[config.mk]
export PLATFORM = sky130hd
export DESIGN_NAME = status_chain_link
export DESIGN_NICKNAME = d
export VERILOG_FILES = /design/src/rtl/slk_pkg.sv /design/src/rtl/slk_linkclk.sv /design/src/rtl/slk_blink.sv /design/src/rtl/slk_shifter.sv /design/src/rtl/status_chain_link.sv
export SDC_FILE = /design/constraint.sdc
export NUM_CORES = 1
export LEC_CHECK = 0
export BUFFER_PORTS_ARGS = -buffer_cell sky130_fd_sc_hd__buf_4
export CAP_MARGIN = 20
export CELL_PAD_IN_SITES_DETAIL_PLACEMENT = 1
export CELL_PAD_IN_SITES_GLOBAL_PLACEMENT = 1
export CORE_MARGIN = 2
export CORE_UTILIZATION = 40
export DETAILED_ROUTE_END_ITERATION = 8
export PLACE_DENSITY_LB_ADDON = 0.08
export SLEW_MARGIN = 30
export SYNTH_ARGS = -nofsm -noshare
export SYNTH_HDL_FRONTEND = slang
export SYNTH_SLANG_ARGS = --single-unit
export TNS_END_PERCENT = 10
[constraint.sdc]
create_clock -name clk -period 2.3 [get_ports clk]
set_input_delay 0.345 -clock clk [delete_from_list [all_inputs] [get_ports clk]]
set_output_delay 0.345 -clock clk [all_outputs]
set_load 0.03 [all_outputs]
[src/rtl/slk_pkg.sv]
package slk_pkg;

  // System cycles spent in each level of the generated link clock.
  function automatic int unsigned link_half(input int unsigned div);
    return div + 1;
  endfunction

  // System cycles per blink level: one second, for a 2 s (0.5 Hz) period.
  function automatic int unsigned blink_half(input int unsigned sys_hz);
    return sys_hz;
  endfunction

  // Bits needed to count 0 .. n-1.
  function automatic int unsigned cnt_bits(input int unsigned n);
    return (n < 2) ? 1 : $clog2(n);
  endfunction

endpackage

[src/rtl/slk_linkclk.sv]
module slk_linkclk #(
  parameter int DIV_W = 8
) (
  input  logic             clk,
  input  logic             rst_n,
  input  logic             src_en,
  input  logic [DIV_W-1:0] div,
  input  logic             lclk_in,
  output logic             gen_q,
  output logic             rise_p,
  output logic             fall_p
);

  logic [DIV_W-1:0] cnt;
  logic [1:0]       sync_q;
  logic             lvl;
  logic             prev_q;

  // Divider: gen_q toggles when the count reaches the divide value.
  always_ff @(posedge clk) begin
    if (!rst_n || !src_en) begin
      cnt   <= '0;
      gen_q <= 1'b0;
    end else if (cnt >= div) begin
      cnt   <= '0;
      gen_q <= ~gen_q;
    end else begin
      cnt <= cnt + 1'b1;
    end
  end

  // Two-flop synchroniser for the received clock.
  always_ff @(posedge clk) begin
    if (!rst_n) sync_q <= '0;
    else        sync_q <= {sync_q[0], lclk_in};
  end

  assign lvl = src_en ? gen_q : sync_q[1];

  always_ff @(posedge clk) begin
    if (!rst_n) prev_q <= 1'b0;
    else        prev_q <= lvl;
  end

  assign rise_p = lvl & ~prev_q;
  assign fall_p = ~lvl & prev_q;

  p_cnt_in_range_r2: assert property (@(posedge clk) disable iff (!rst_n)
    $stable(div) |-> cnt <= div);

  p_level_holds_r2: assert property (@(posedge clk) disable iff (!rst_n)
    (cnt != '0) |-> $stable(gen_q));

  p_gen_quiet_r3: assert property (@(posedge clk) disable iff (!rst_n)
    !src_en |=> !gen_q);

endmodule

[src/rtl/slk_blink.sv]
module slk_blink #(
  parameter int unsigned SYS_HZ = 100_000_000
) (
  input  logic clk,
  input  logic rst_n,
  input  logic en,
  output logic blink_q
);
  import slk_pkg::*;

  localparam int unsigned HALF = blink_half(SYS_HZ);
  localparam int unsigned BW   = cnt_bits(HALF);
  localparam logic [BW-1:0] LAST = BW'(HALF - 1);

  logic [BW-1:0] cnt;

  always_ff @(posedge clk) begin
    if (!rst_n || !en) begin
      cnt     <= '0;
      blink_q <= 1'b0;
    end else if (cnt == LAST) begin
      cnt     <= '0;
      blink_q <= ~blink_q;
    end else begin
      cnt <= cnt + 1'b1;
    end
  end

  p_blink_cnt_bound_r4: assert property (@(posedge clk) disable iff (!rst_n)
    cnt <= LAST);

  p_blink_hold_r4: assert property (@(posedge clk) disable iff (!rst_n)
    (cnt != '0) |-> $stable(blink_q));

endmodule

[src/rtl/slk_shifter.sv]
module slk_shifter #(
  parameter int unsigned N = 36
) (
  input  logic         clk,
  input  logic         rst_n,
  input  logic         rise_p,
  input  logic         fall_p,
  input  logic         single,
  input  logic         start_in,
  input  logic [N-1:0] tx_frame,
  input  logic         din,
  output logic         dout,
  output logic         end_out,
  output logic [N-1:0] rx_frame,
  output logic         rx_valid
);
  import slk_pkg::*;

  localparam int unsigned CW = cnt_bits(N + 1);
  localparam logic [CW-1:0] FULL = CW'(N);
  localparam logic [CW-1:0] LASTB = CW'(N - 1);

  logic          active;
  logic          started;
  logic [CW-1:0] drv_cnt;
  logic [CW-1:0] smp_cnt;
  logic [N-1:0]  txsh;
  logic [N-1:0]  rxsh;

  // Named events for the assertions.
  logic start_eff;
  logic smp_evt;
  logic last_smp;
  logic arm_evt;

  assign start_eff = single ? (end_out | ~started) : start_in;
  assign smp_evt   = rise_p && active && (smp_cnt != drv_cnt);
  assign last_smp  = smp_evt && (smp_cnt == LASTB);
  assign arm_evt   = rise_p && start_eff && (!active || last_smp);

  always_ff @(posedge clk) begin
    if (!rst_n) begin
      active   <= 1'b0;
      started  <= 1'b0;
      drv_cnt  <= '0;
      smp_cnt  <= '0;
      txsh     <= '0;
      rxsh     <= '0;
      dout     <= 1'b0;
      end_out  <= 1'b0;
      rx_frame <= '0;
      rx_valid <= 1'b0;
    end else begin
      rx_valid <= 1'b0;
      if (!single) started <= 1'b0;
      if (fall_p) begin
        if (active && drv_cnt != FULL) begin
          dout    <= txsh[N-1];
          txsh    <= txsh << 1;
          end_out <= (drv_cnt == LASTB);
          drv_cnt <= drv_cnt + 1'b1;
        end else begin
          dout    <= 1'b0;
          end_out <= 1'b0;
        end
      end
      if (smp_evt) begin
        rxsh    <= {rxsh[N-2:0], din};
        smp_cnt <= smp_cnt + 1'b1;
      end
      if (last_smp) begin
        rx_frame <= {rxsh[N-2:0], din};
        rx_valid <= 1'b1;
        active   <= 1'b0;
      end
      if (arm_evt) begin
        active  <= 1'b1;
        started <= 1'b1;
        txsh    <= tx_frame;
        drv_cnt <= '0;
        smp_cnt <= '0;
      end
    end
  end

  p_valid_one_cycle_r8: assert property (@(posedge clk) disable iff (!rst_n)
    rx_valid |=> !rx_valid);

  p_valid_follows_end_r7: assert property (@(posedge clk) disable iff (!rst_n)
    rx_valid |-> $past(end_out));

  p_single_rearm_r9: assert property (@(posedge clk) disable iff (!rst_n)
    (single && arm_evt && started) |-> end_out);

  p_counts_ordered_r6: assert property (@(posedge clk) disable iff (!rst_n)
    (smp_cnt <= drv_cnt) && (drv_cnt <= FULL));

endmodule

[src/rtl/status_chain_link.sv]
module status_chain_link #(
  parameter int unsigned FRAME_BITS = 36,
  parameter int          DIV_W      = 8,
  parameter int unsigned SYS_HZ     = 100_000_000
) (
  input  logic                  clk,
  input  logic                  rst_n,
  input  logic                  cfg_clk_src,
  input  logic [DIV_W-1:0]      cfg_clk_div,
  input  logic                  cfg_single,
  input  logic                  link_clk_in,
  output logic                  link_clk_out,
  input  logic                  blink_clk_in,
  output logic                  blink_clk_out,
  output logic                  blink_clk_sel,
  input  logic                  start_in,
  output logic                  end_out,
  output logic                  dout,
  input  logic                  din,
  input  logic [FRAME_BITS-1:0] tx_frame,
  output logic [FRAME_BITS-1:0] rx_frame,
  output logic                  rx_valid
);

  logic gen_q;
  logic rise_p;
  logic fall_p;
  logic blink_q;

  slk_linkclk #(.DIV_W(DIV_W)) u_lclk (
    .clk     (clk),
    .rst_n   (rst_n),
    .src_en  (cfg_clk_src),
    .div     (cfg_clk_div),
    .lclk_in (link_clk_in),
    .gen_q   (gen_q),
    .rise_p  (rise_p),
    .fall_p  (fall_p)
  );

  slk_blink #(.SYS_HZ(SYS_HZ)) u_blink (
    .clk     (clk),
    .rst_n   (rst_n),
    .en      (cfg_clk_src),
    .blink_q (blink_q)
  );

  slk_shifter #(.N(FRAME_BITS)) u_shift (
    .clk      (clk),
    .rst_n    (rst_n),
    .rise_p   (rise_p),
    .fall_p   (fall_p),
    .single   (cfg_single),
    .start_in (start_in),
    .tx_frame (tx_frame),
    .din      (din),
    .dout     (dout),
    .end_out  (end_out),
    .rx_frame (rx_frame),
    .rx_valid (rx_valid)
  );

  assign link_clk_out  = cfg_clk_src & gen_q;
  assign blink_clk_out = cfg_clk_src & blink_q;
  assign blink_clk_sel = cfg_clk_src ? blink_q : blink_clk_in;

  p_rx_edge_tied_r6: assert property (@(posedge clk) disable iff (!rst_n)
    rx_valid |-> $past(rise_p));

endmodule

* Word level (Yosys, flattened, before mapping)
Index checks and enable logic that the tools add are counted.
** Word-level totals
- Bits in registers :: 164
- Input bits :: 52
- Output and inout bits :: 42
- Word-level logic and storage cells :: 70
** Cells by class
- Add/sub/neg operators :: 4
- Order comparisons :: 1
- Equality and inequality tests :: 6
- Mux-type cells :: 13
- Bitwise gates (word level) :: 11
- Reduce and logical (&&, ||, !) cells :: 19
** Operators by type and width (number)
- $mux 36 :: 3
- $add 27x1->27 const B :: 1
- $eq 27x27->1 const B :: 1
- $add 6x1->6 const B :: 2
- $eq 6x6->1 const B :: 2
- $mux 1 :: 10
- $add 8x1->8 const B :: 1
- $ge 8x8->1 :: 1
- $logic_and 1x1->1 :: 6
- $ne 6x6->1 :: 1
- $ne 6x6->1 const B :: 1
- $not 1->1 :: 6
- $reduce_bool 2->1 :: 3
- $reduce_or 2->1 :: 3
- $and 1x1->1 :: 4
- $reduce_and 2->1 :: 2
- $logic_not 1->1 :: 3
- $logic_or 1x1->1 :: 2
- $ne 2x1->1 const B :: 1
- $or 1x1->1 :: 1

* Longest topological paths before layout
Gate-level depths: netlist of run 1.
- Depth after elaboration :: 9
- Mapped depth :: 8
- Gate-level depth less buffers :: 7

* Hierarchy
From an unflattened synthesis of run 1, not the netlist that was laid out.
** Second synthesis, totals
- Cell total of the unflattened synthesis :: 941
- Area, all modules :: 8155.3 µm²
** By module, submodules not included
- slk_shifter :: instances 1, cells an instance 713, area an instance 6069.6 µm², sequential area each 2482.4 µm²
- slk_blink :: instances 1, cells an instance 146, area an instance 1331.3 µm², sequential area each 560.5 µm²
- slk_linkclk :: instances 1, cells an instance 79, area an instance 724.4 µm², sequential area each 240.2 µm²
- status_chain_link :: instances 1, cells an instance 3, area an instance 30.0 µm², sequential area each 0.0 µm²

* Worst setup path after synthesis of run 1
Ideal clock, no wire load.
- Path kind :: input port to flip-flop
- Start point :: input port cfg_clk_src
- End point :: register u_shift.txsh[10]
- Library setup time :: 146 ps
- Arrival time :: 1602 ps
- Slack :: 552 ps
- Stages on the path :: 6
- Path buffers :: 2
- Cell sequence :: buf_6 mux2_4 a311oi_4 buf_6 mux2i_1 a211oi_2
** On the way
- Word-level cells in the longest chain between the ends :: 9
- Elaborated cells between the ends (all ways) :: 14
- Classes of those cells :: mux (2); bitwise (3); reduce/logical (9)
** Ends and longest elaborated chain
- from (decl) :: line status_chain_link.sv:8 : input logic cfg_clk_src,
- $mux 1 (*) :: line slk_linkclk.sv:38 : assign lvl = src_en ? gen_q : sync_q[1];
- $and 1x1->1 :: line slk_linkclk.sv:45 : assign rise_p = lvl & ~prev_q;
- $logic_and 1x1->1 (2 in series) :: line slk_shifter.sv:37 : assign smp_evt = rise_p && active && (smp_cnt != drv_cnt);
- $logic_and 1x1->1 :: line slk_shifter.sv:38 : assign last_smp = smp_evt && (smp_cnt == LASTB);
- $logic_or 1x1->1 :: line slk_shifter.sv:39 : assign arm_evt = rise_p && start_eff && (!active || last_smp);
- $logic_and 1x1->1 :: line slk_shifter.sv:39
- $reduce_bool 2->1 (no source line)
- $reduce_and 2->1 (no source line)
- to (signal assigned) :: line slk_shifter.sv:59 : txsh <= txsh << 1;
- to (signal assigned) :: line slk_shifter.sv:79 : txsh <= tx_frame;
- to (decl) :: line slk_shifter.sv:27 : logic [N-1:0] txsh;
Every way passes the cells marked *; elsewhere a longest branch is shown, timed or not.
A chain may end at the register's enable or synchronous reset.

* Worst setup path after layout of run 1
- Start point :: register u_shift.drv_cnt[0]
- End point :: register u_shift.rx_frame[4]
** On the way
- Word-level cells in the longest chain between the ends :: 3
** Ends and longest elaborated chain
- from (decl) :: line slk_shifter.sv:25 : logic [CW-1:0] drv_cnt;
- from (signal assigned) :: line slk_shifter.sv:61 : drv_cnt <= drv_cnt + 1'b1;
- $ne 6x6->1 :: line slk_shifter.sv:37
- $logic_and 1x1->1 :: line slk_shifter.sv:37
- $logic_and 1x1->1 :: line slk_shifter.sv:38
- to (signal assigned) :: line slk_shifter.sv:72 : rx_frame <= {rxsh[N-2:0], din};
- to (decl) :: line slk_shifter.sv:14 : output logic [N-1:0] rx_frame,
Every way passes these cells.

==> summary.md, run 1 <==
| Metric | Value |
|---|---|
| Netlist cell types | 51 |
| Worst-Skew Late Latency | 0.42 ns |
| Final setup fails | 0 |
| Vias in the first global route | 5508 |
| Synth Area in Simple Gates | 18.95% |
| Number of antenna violations at the first check in global routing | 0 |
| First-pass GRT wire length | 25910 um |
| Drt via density | 5.043 |
| Residual DRC | 0 |
| Proportion of synthesized area in mux cells | 10.75% |
| Yosys top cell by area | dfxtp_1 |
| Peak VDD IR | 0.4999 mV |
| Status | finished, final reports clean |
| Tmin final | 2.005 ns |
| Critical Path RT | 2.64 ns |
| Relative slew slack | 58.71% |
| Fillers | 1989 |
| Hold Buf Count CTS | 0 |
| FF/Latch Area | about 3300 um^2 |
| Layout cell share with drive strength beyond 1 | 22.04% |
| DRT antenna net count | 0 |
| Non-Filler Instances | 1069 |
| Final period util | 87.16% |
| Hold Vio Cnt, Final | 0 |
| Synth top area cells | dfxtp_1, mux2i_1, nor2_1 |
| Post-layout nets | 896 |
| Routed WL | 15430 um |
| Layout Skew | between 0.01 and 0.015 ns |
| Clock sinks | around 160 |
| Die height | 137.0 um |
| Largest net degree at the start of global routing | 78 |
| DPL Wire Length | around 10000 um |
| CP arrival | about 2.3 ns |
| XOR/XNOR Fraction of Synth Area | 5.198% |
| Main combinational cell family by area after synthesis | simple AND/OR/NAND/NOR gates |
| Worst slew pin tran | just over 0.6 ns |
| Post-synthesis register bit count | about 160 |
| Post-CTS Resized | 0 |
| Post-Place Worst Slack | 0.2609 ns |
| EDFF count, synth | 0 |
| CTS tree | yes |
| Iteration-0 DRC Markers | 217 |
| Final Max Slew Viols | 0 |
| Max Clk Rate | 0.4988 GHz |
| Max_cap viols | 0 |
| Area delta synth->final | 20.79% |
| Syn nets | 818 |
| Initial Util | 40.91% |
| Global placer's final weighted congestion | 0.7920 |
| Crit path max fanout | 73 |
| Clock root buffer | clkbuf_16 |
| Multi-input logic area | 3510 um^2 |
| Buffers on Ports | 93 |
| Yosys Warn Count | 0 |
| Clock Tree Buf Depth | 2 |
| Kind of critical path | flop to flop |
| Number of CTS-inserted buffers | 17 |
| Most instantiated cells after synthesis | dfxtp_1, nor2_1, mux2i_1, nand2_1, nand3_1 |
| Diodes inserted | 0 |
| Overflow after GRT | 0 |
| CP Capture Type | flop |
| Post-Place Cells | slightly above 1000 |
| Total track usage | 17.00% |
| Final worst slack | between 0.2 and 0.3 ns |
| Post-synthesis sequential area ratio | between 40% and 50% |
| Clk pin slew, worst setup/hold paths | 0.06 ns |
| Full die area | roughly 19000 um^2 |
| Mean Syn Cell Area | 9.398 um^2 |
| Post-Synth Adder-Cell Area | around 2.3% |
| Mapped cell area | 7077 um^2 |
| Complex-gate fraction of the synthesized area | 12.08% |
| Async set-reset flop share out of synthesis | 0% |
| Count leader, synth | dfxtp_1 |
| H-tree depth | 4 |
| Accumulated negative setup slack | 0 ns |
| Postcts setup bufs | 0 |
| Pwr dens | slightly below 700 nW/um^2 |
| RSZ-0062 raised after global routing | no |
| Wire per inst | 14.43 um |
| CP Launch Type | flop |
| Prevailing post-synth register cell | dfxtp_1 |
| Vias | about 5400 |
| Chip width | ~140 um |
| LEAKAGE | ~3.4 nW |
| Drt first pass iters | 4 |
| Row count | 48 |
| Share of the synthesized area in the top cell type | 46.39% |
| Hold Path Class | input port to flop |
| Core footprint | 17300 um^2 |
| Synthesized instance count | about 750 |
| Worst hold slack | 0.1853 ns |
| IO Count | 94 |
state kept, by name, summed over array words and instances, names as in the netlist:
signal	count
u_shift.rx_valid	1
u_shift.txsh	36
u_lclk.cnt	8
u_lclk.sync_q	2
u_shift.started	1
u_shift.rxsh	35
u_shift.smp_cnt	6
u_blink.cnt	27
u_shift.drv_cnt	6
u_lclk.gen_q	1
u_lclk.prev_q	1
u_shift.active	1
u_shift.end_out	1
u_shift.dout	1
u_shift.rx_frame	36
u_blink.blink_q	1
cells in the final DEF (no fill, tap or decap), drive strengths merged, types with 3 or more instances in the layout:
| master | n |
|---|---|
| a211oi | 36 |
| a21oi | 10 |
| a311oi | 3 |
| a31oi | 3 |
| and2 | 8 |
| and3 | 6 |
| and4 | 4 |
| buf | 104 |
| clkbuf | 18 |
| clkinv | 8 |
| dfxtp | 164 |
| ha | 13 |
| inv | 20 |
| mux2i | 73 |
| nand2 | 60 |
| nand3 | 53 |
| nand4 | 9 |
| nor2 | 132 |
| nor4 | 4 |
| o21ai | 46 |
| or3 | 4 |
| xnor2 | 16 |
| xor2 | 26 |
final cells by class:
| type | instances | area share (%) |
|---|---|---|
| multi-input cells | 527 | 41.06 |
| flip-flops and latches | 164 | 38.41 |
| inverters | 17 | 0.7611 |
| clock inverters | 14 | 1.478 |
| repair buffers | 104 | 9.865 |
| well taps | 225 | 3.293 |
| clock buffers | 18 | 5.138 |
stage by stage:
| stage | area, um^2 | utilization (%) | total power [mW] |
|---|---|---|---|
| CTS | 8548 | 49.42 | 5.934 |
| finish | 8548 | 49.42 | 5.836 |
| global route | 8548 | 49.42 | 6.077 |
| global placement | 7983 | 46.15 | 3.178 |
| floorplan | 7077 | - | 3.078 |
| detailed placement | 7983 | 46.15 | 3.188 |
critical path, stage by stage, from the launching register on:
cell      delay [ns]
dfxtp_1         0.46
xnor2_1         0.17
nand4_2         0.25
o211ai_1        0.45
buf_12          0.31
nand3_1         0.14
o21ai_0         0.12
power by group:
group / internal (mW) / switching, mW
combinational: 0.107 / 0.129
clock: 1.53 / 1.19
sequential: 2.87 / 0.0161
worst paths after layout:
path,start,endpoint,slack [ns],cells after the start
setup / recovery,u_shift.drv_cnt[0]$_SDFFE_PP0P_,u_shift.rx_frame[4]$_SDFFE_PN0P_,0.30,6
hold / removal,link_clk_in,u_lclk.sync_q[0]$_SDFF_PN0_,0.19,2
setup reg to reg,u_shift.drv_cnt[0]$_SDFFE_PP0P_,u_shift.rx_frame[4]$_SDFFE_PN0P_,0.30,6
hold reg to reg,u_lclk.sync_q[0]$_SDFF_PN0_,u_lclk.sync_q[1]$_SDFF_PN0_,0.43,1
routing by layer:
layer  up-vias  track usage (%)  part of all wire, %
li1       2742                -                    -
met1      2577            20.77                   47
met2        61            29.80                   49
met3        11            3.815                  3.1
met4         0            4.983                  1.0
met5         -                0                    0
cell families after synthesis:
group,after synthesis
AND/OR/NAND/NOR,292
flip-flops,164
AO/OA/AOI/OAI,105
multiplexers,75
buffers and inverters,62
XOR/XNOR,42
adder cells (fa/ha/maj),13
(Power assumes the default switching activity.)
==> run 2, diff against run 1 <==
Settings changed: CORE_ASPECT_RATIO from default to 1.75.
==> run 2 against run 1 <==
Sequential power about the same. Clock-buffer cell count rose by 4. Critical path type unchanged. Non-clock buffer count up 2.
==> summary.md, run 2 (synthesized netlist as in run 1, its figures left out) <==
| Metric | Value |
|---|---|
| Clock sinks | 164 |
| FF/Latch Area | about 3300 um^2 |
| Routed WL | 16120 um |
| LEAKAGE | 3.420 nW |
| Max Clk Rate | 0.5085 GHz |
| Most frequent cells in the layout | dfxtp_1, nor2_1, buf_4 |
| Full die area | approximately 19000 um^2 |
| IO Count | 94 |
| Global placer's final weighted congestion | around 0.74 |
| Initial Util | 40.73% |
| Number of antenna violations at the first check in global routing | 0 |
| H-tree depth | 4 |
| Post-layout nets | 898 |
| Fillers | 2031 |
| Die height | 180.0 um |
| Hold Path Class | input port to flop |
| Clk pin slew, worst setup/hold paths | approximately 0.060 ns |
| CP arrival | between 2 and 2.5 ns |
| Postcts setup bufs | 0 |
| Worst path cell trace | xnor2_1 -> nand4_2 -> o211ai_1 -> buf_12 -> nand3_1 -> o21ai_0 |
| Total track usage | between 15 and 20% |
| Crit Reg-Reg Startpoint | u_shift.drv_cnt[2]$_SDFFE_PP0P_ |
| Total power draw | approximately 6.0 mW |
| Final setup fails | 0 |
| Layout Skew | 0.008772 ns |
| Commonest non-fill, non-tap cell in the layout | dfxtp_1 |
| CP Capture Type | flop |
| Worst slew pin tran | 0.6420 ns |
| Core footprint | 17380 um^2 |
| Kind of critical path | flop to flop |
| FF-to-FF setup slack | 0.33 ns |
| Drt first pass iters | 4 |
| Final period util | 85.50% |
| RSZ-0062 raised after global routing | no |
| Largest net degree at the start of global routing | 74 |
| Accumulated negative setup slack | 0 ns |
| Largest registers | u_shift.rx_frame (36), u_shift.txsh (36), u_shift.rxsh (35) |
| Chip width | 104.5 um |
| Iteration-0 DRC Markers | 144 |
| Overflow after GRT | 0 |
| Worst r2r dst | u_shift.rx_frame[4]$_SDFFE_PN0P_ |
| Diodes inserted | 0 |
| Buffers on Ports | between 90 and 100 |
| DPL Wire Length | 11250 um |
| Vias | 5514 |
| Area delta synth->final | 21.61% |
| Final Max Slew Viols | 0 |
| Max_cap viols | 0 |
| Final Util | 49.52% |
| Peak VDD IR | 0.5851 mV |
| Tmin final | 1.967 ns |
| Drt via density | approximately 5.1 |
| CP startpoint | u_shift.drv_cnt[2]$_SDFFE_PP0P_ |
| DRT antenna net count | 0 |
| Row count | 64 |
| Status | finished, final reports clean |
| Number of CTS-inserted buffers | 17 |
| Clock root buffer | clkbuf_16 |
| Slowest stage cell, crit path | dfxtp_1 |
| Clock Tree Buf Depth | 2 |
| Wire per inst | 14.98 um |
| R2R cell count | 6 |
| Crit path max fanout | 73 |
| Multi-input logic area | ~3500 um^2 |
| Residual DRC | 0 |
| Critical Path RT | 2.65 ns |
| First-pass GRT wire length | 27660 um |
| Relative slew slack | between 50% and 60% |
| Pwr dens | 702.1 nW/um^2 |
| Layout cell share with drive strength beyond 1 | a little over a fifth |
| Worst-Skew Late Latency | 0.44 ns |
| Crit path largest cell delay | between 0.5 and 0.6 ns |
| Post-CTS Resized | 0 |
| Hold Vio Cnt, Final | 0 |
| CTS tree | yes |
| CP Launch Type | flop |
| CP Capture Point | u_shift.rx_frame[4]$_SDFFE_PN0P_ |
| Vias in the first global route | just under 6000 |
| Hold Buf Count CTS | 0 |
[run 2: cell types whose count changed in the layout (fill, tap and decap cells not counted), sizes merged]
cell      change
buf           +2
bufinv        +2
clkbuf        +4
clkinv        -5
clkinvlp      +1
inv           -3
[run 2: metal layers]
layer  global-route usage [%]  wire length (um)  share of wire, %
met1                    20.15              6743                42
met2                    31.74              8409                52
met3                    4.278               615               3.8
met4                    7.784               354               2.2
met5                        0                 0                 0
[run 2: final cells by class]
class / count / share of cell area (%)
clock buffers: 22 / 5.510
clock inverters: 9 / 1.483
inverters: 17 / 0.7415
multi-input cells: 527 / 40.78
flip-flops and latches: 164 / 38.15
well taps: 231 / 3.359
repair buffers: 106 / 9.974
[run 2: worst min path at each step]
stage | depth (start not counted) | slack [ns] | end | start
floorplan | 1 | 0.41 | u_lclk.sync_q[1]$_SDFF_PN0_ | u_lclk.sync_q[0]$_SDFF_PN0_
global placement | 1 | 0.42 | u_blink.cnt[0]$_SDFF_PP0_ | u_blink.cnt[0]$_SDFF_PP0_
detailed placement | 1 | 0.43 | u_lclk.sync_q[1]$_SDFF_PN0_ | u_lclk.sync_q[0]$_SDFF_PN0_
CTS | 2 | 0.1 | u_lclk.sync_q[0]$_SDFF_PN0_ | link_clk_in
global route | 2 | 0.13 | u_lclk.sync_q[0]$_SDFF_PN0_ | link_clk_in
finish | 2 | 0.12 | u_lclk.sync_q[0]$_SDFF_PN0_ | link_clk_in
[run 2: power by group]
group          internal (mW)  switching [mW]
Clock                   1.78            1.14
Combinational          0.109           0.128
Sequential              2.87          0.0160
[run 2: metrics by stage]
step / instances / instance area [um^2] / hold WS, ns / worst slack [ns]
6_report: 1076 / 8606 / 0.1176 / 0.3334
5_1_grt: 1076 / 8606 / 0.1320 / 0.1290
4_1_cts: 1076 / 8606 / 0.09974 / 0.3078
3_5_place_dp: 1045 / 8004 / 0.4293 / 0.3074
3_3_place_gp: 1045 / 8004 / 0.4224 / 0.3578
2_1_floorplan: 753 / 7077 / 0.4119 / 0.5521
[run 2: worst max-delay path, delay by kind of cell (launching register included)]
family | cells | cell delay (ns)
DFF | 1 | 0.51
AOI/OAI and AO/OA | 2 | 0.51
and+or+nand+nor | 2 | 0.34
buffers and inverters | 1 | 0.32
xor gates and xnor gates | 1 | 0.18
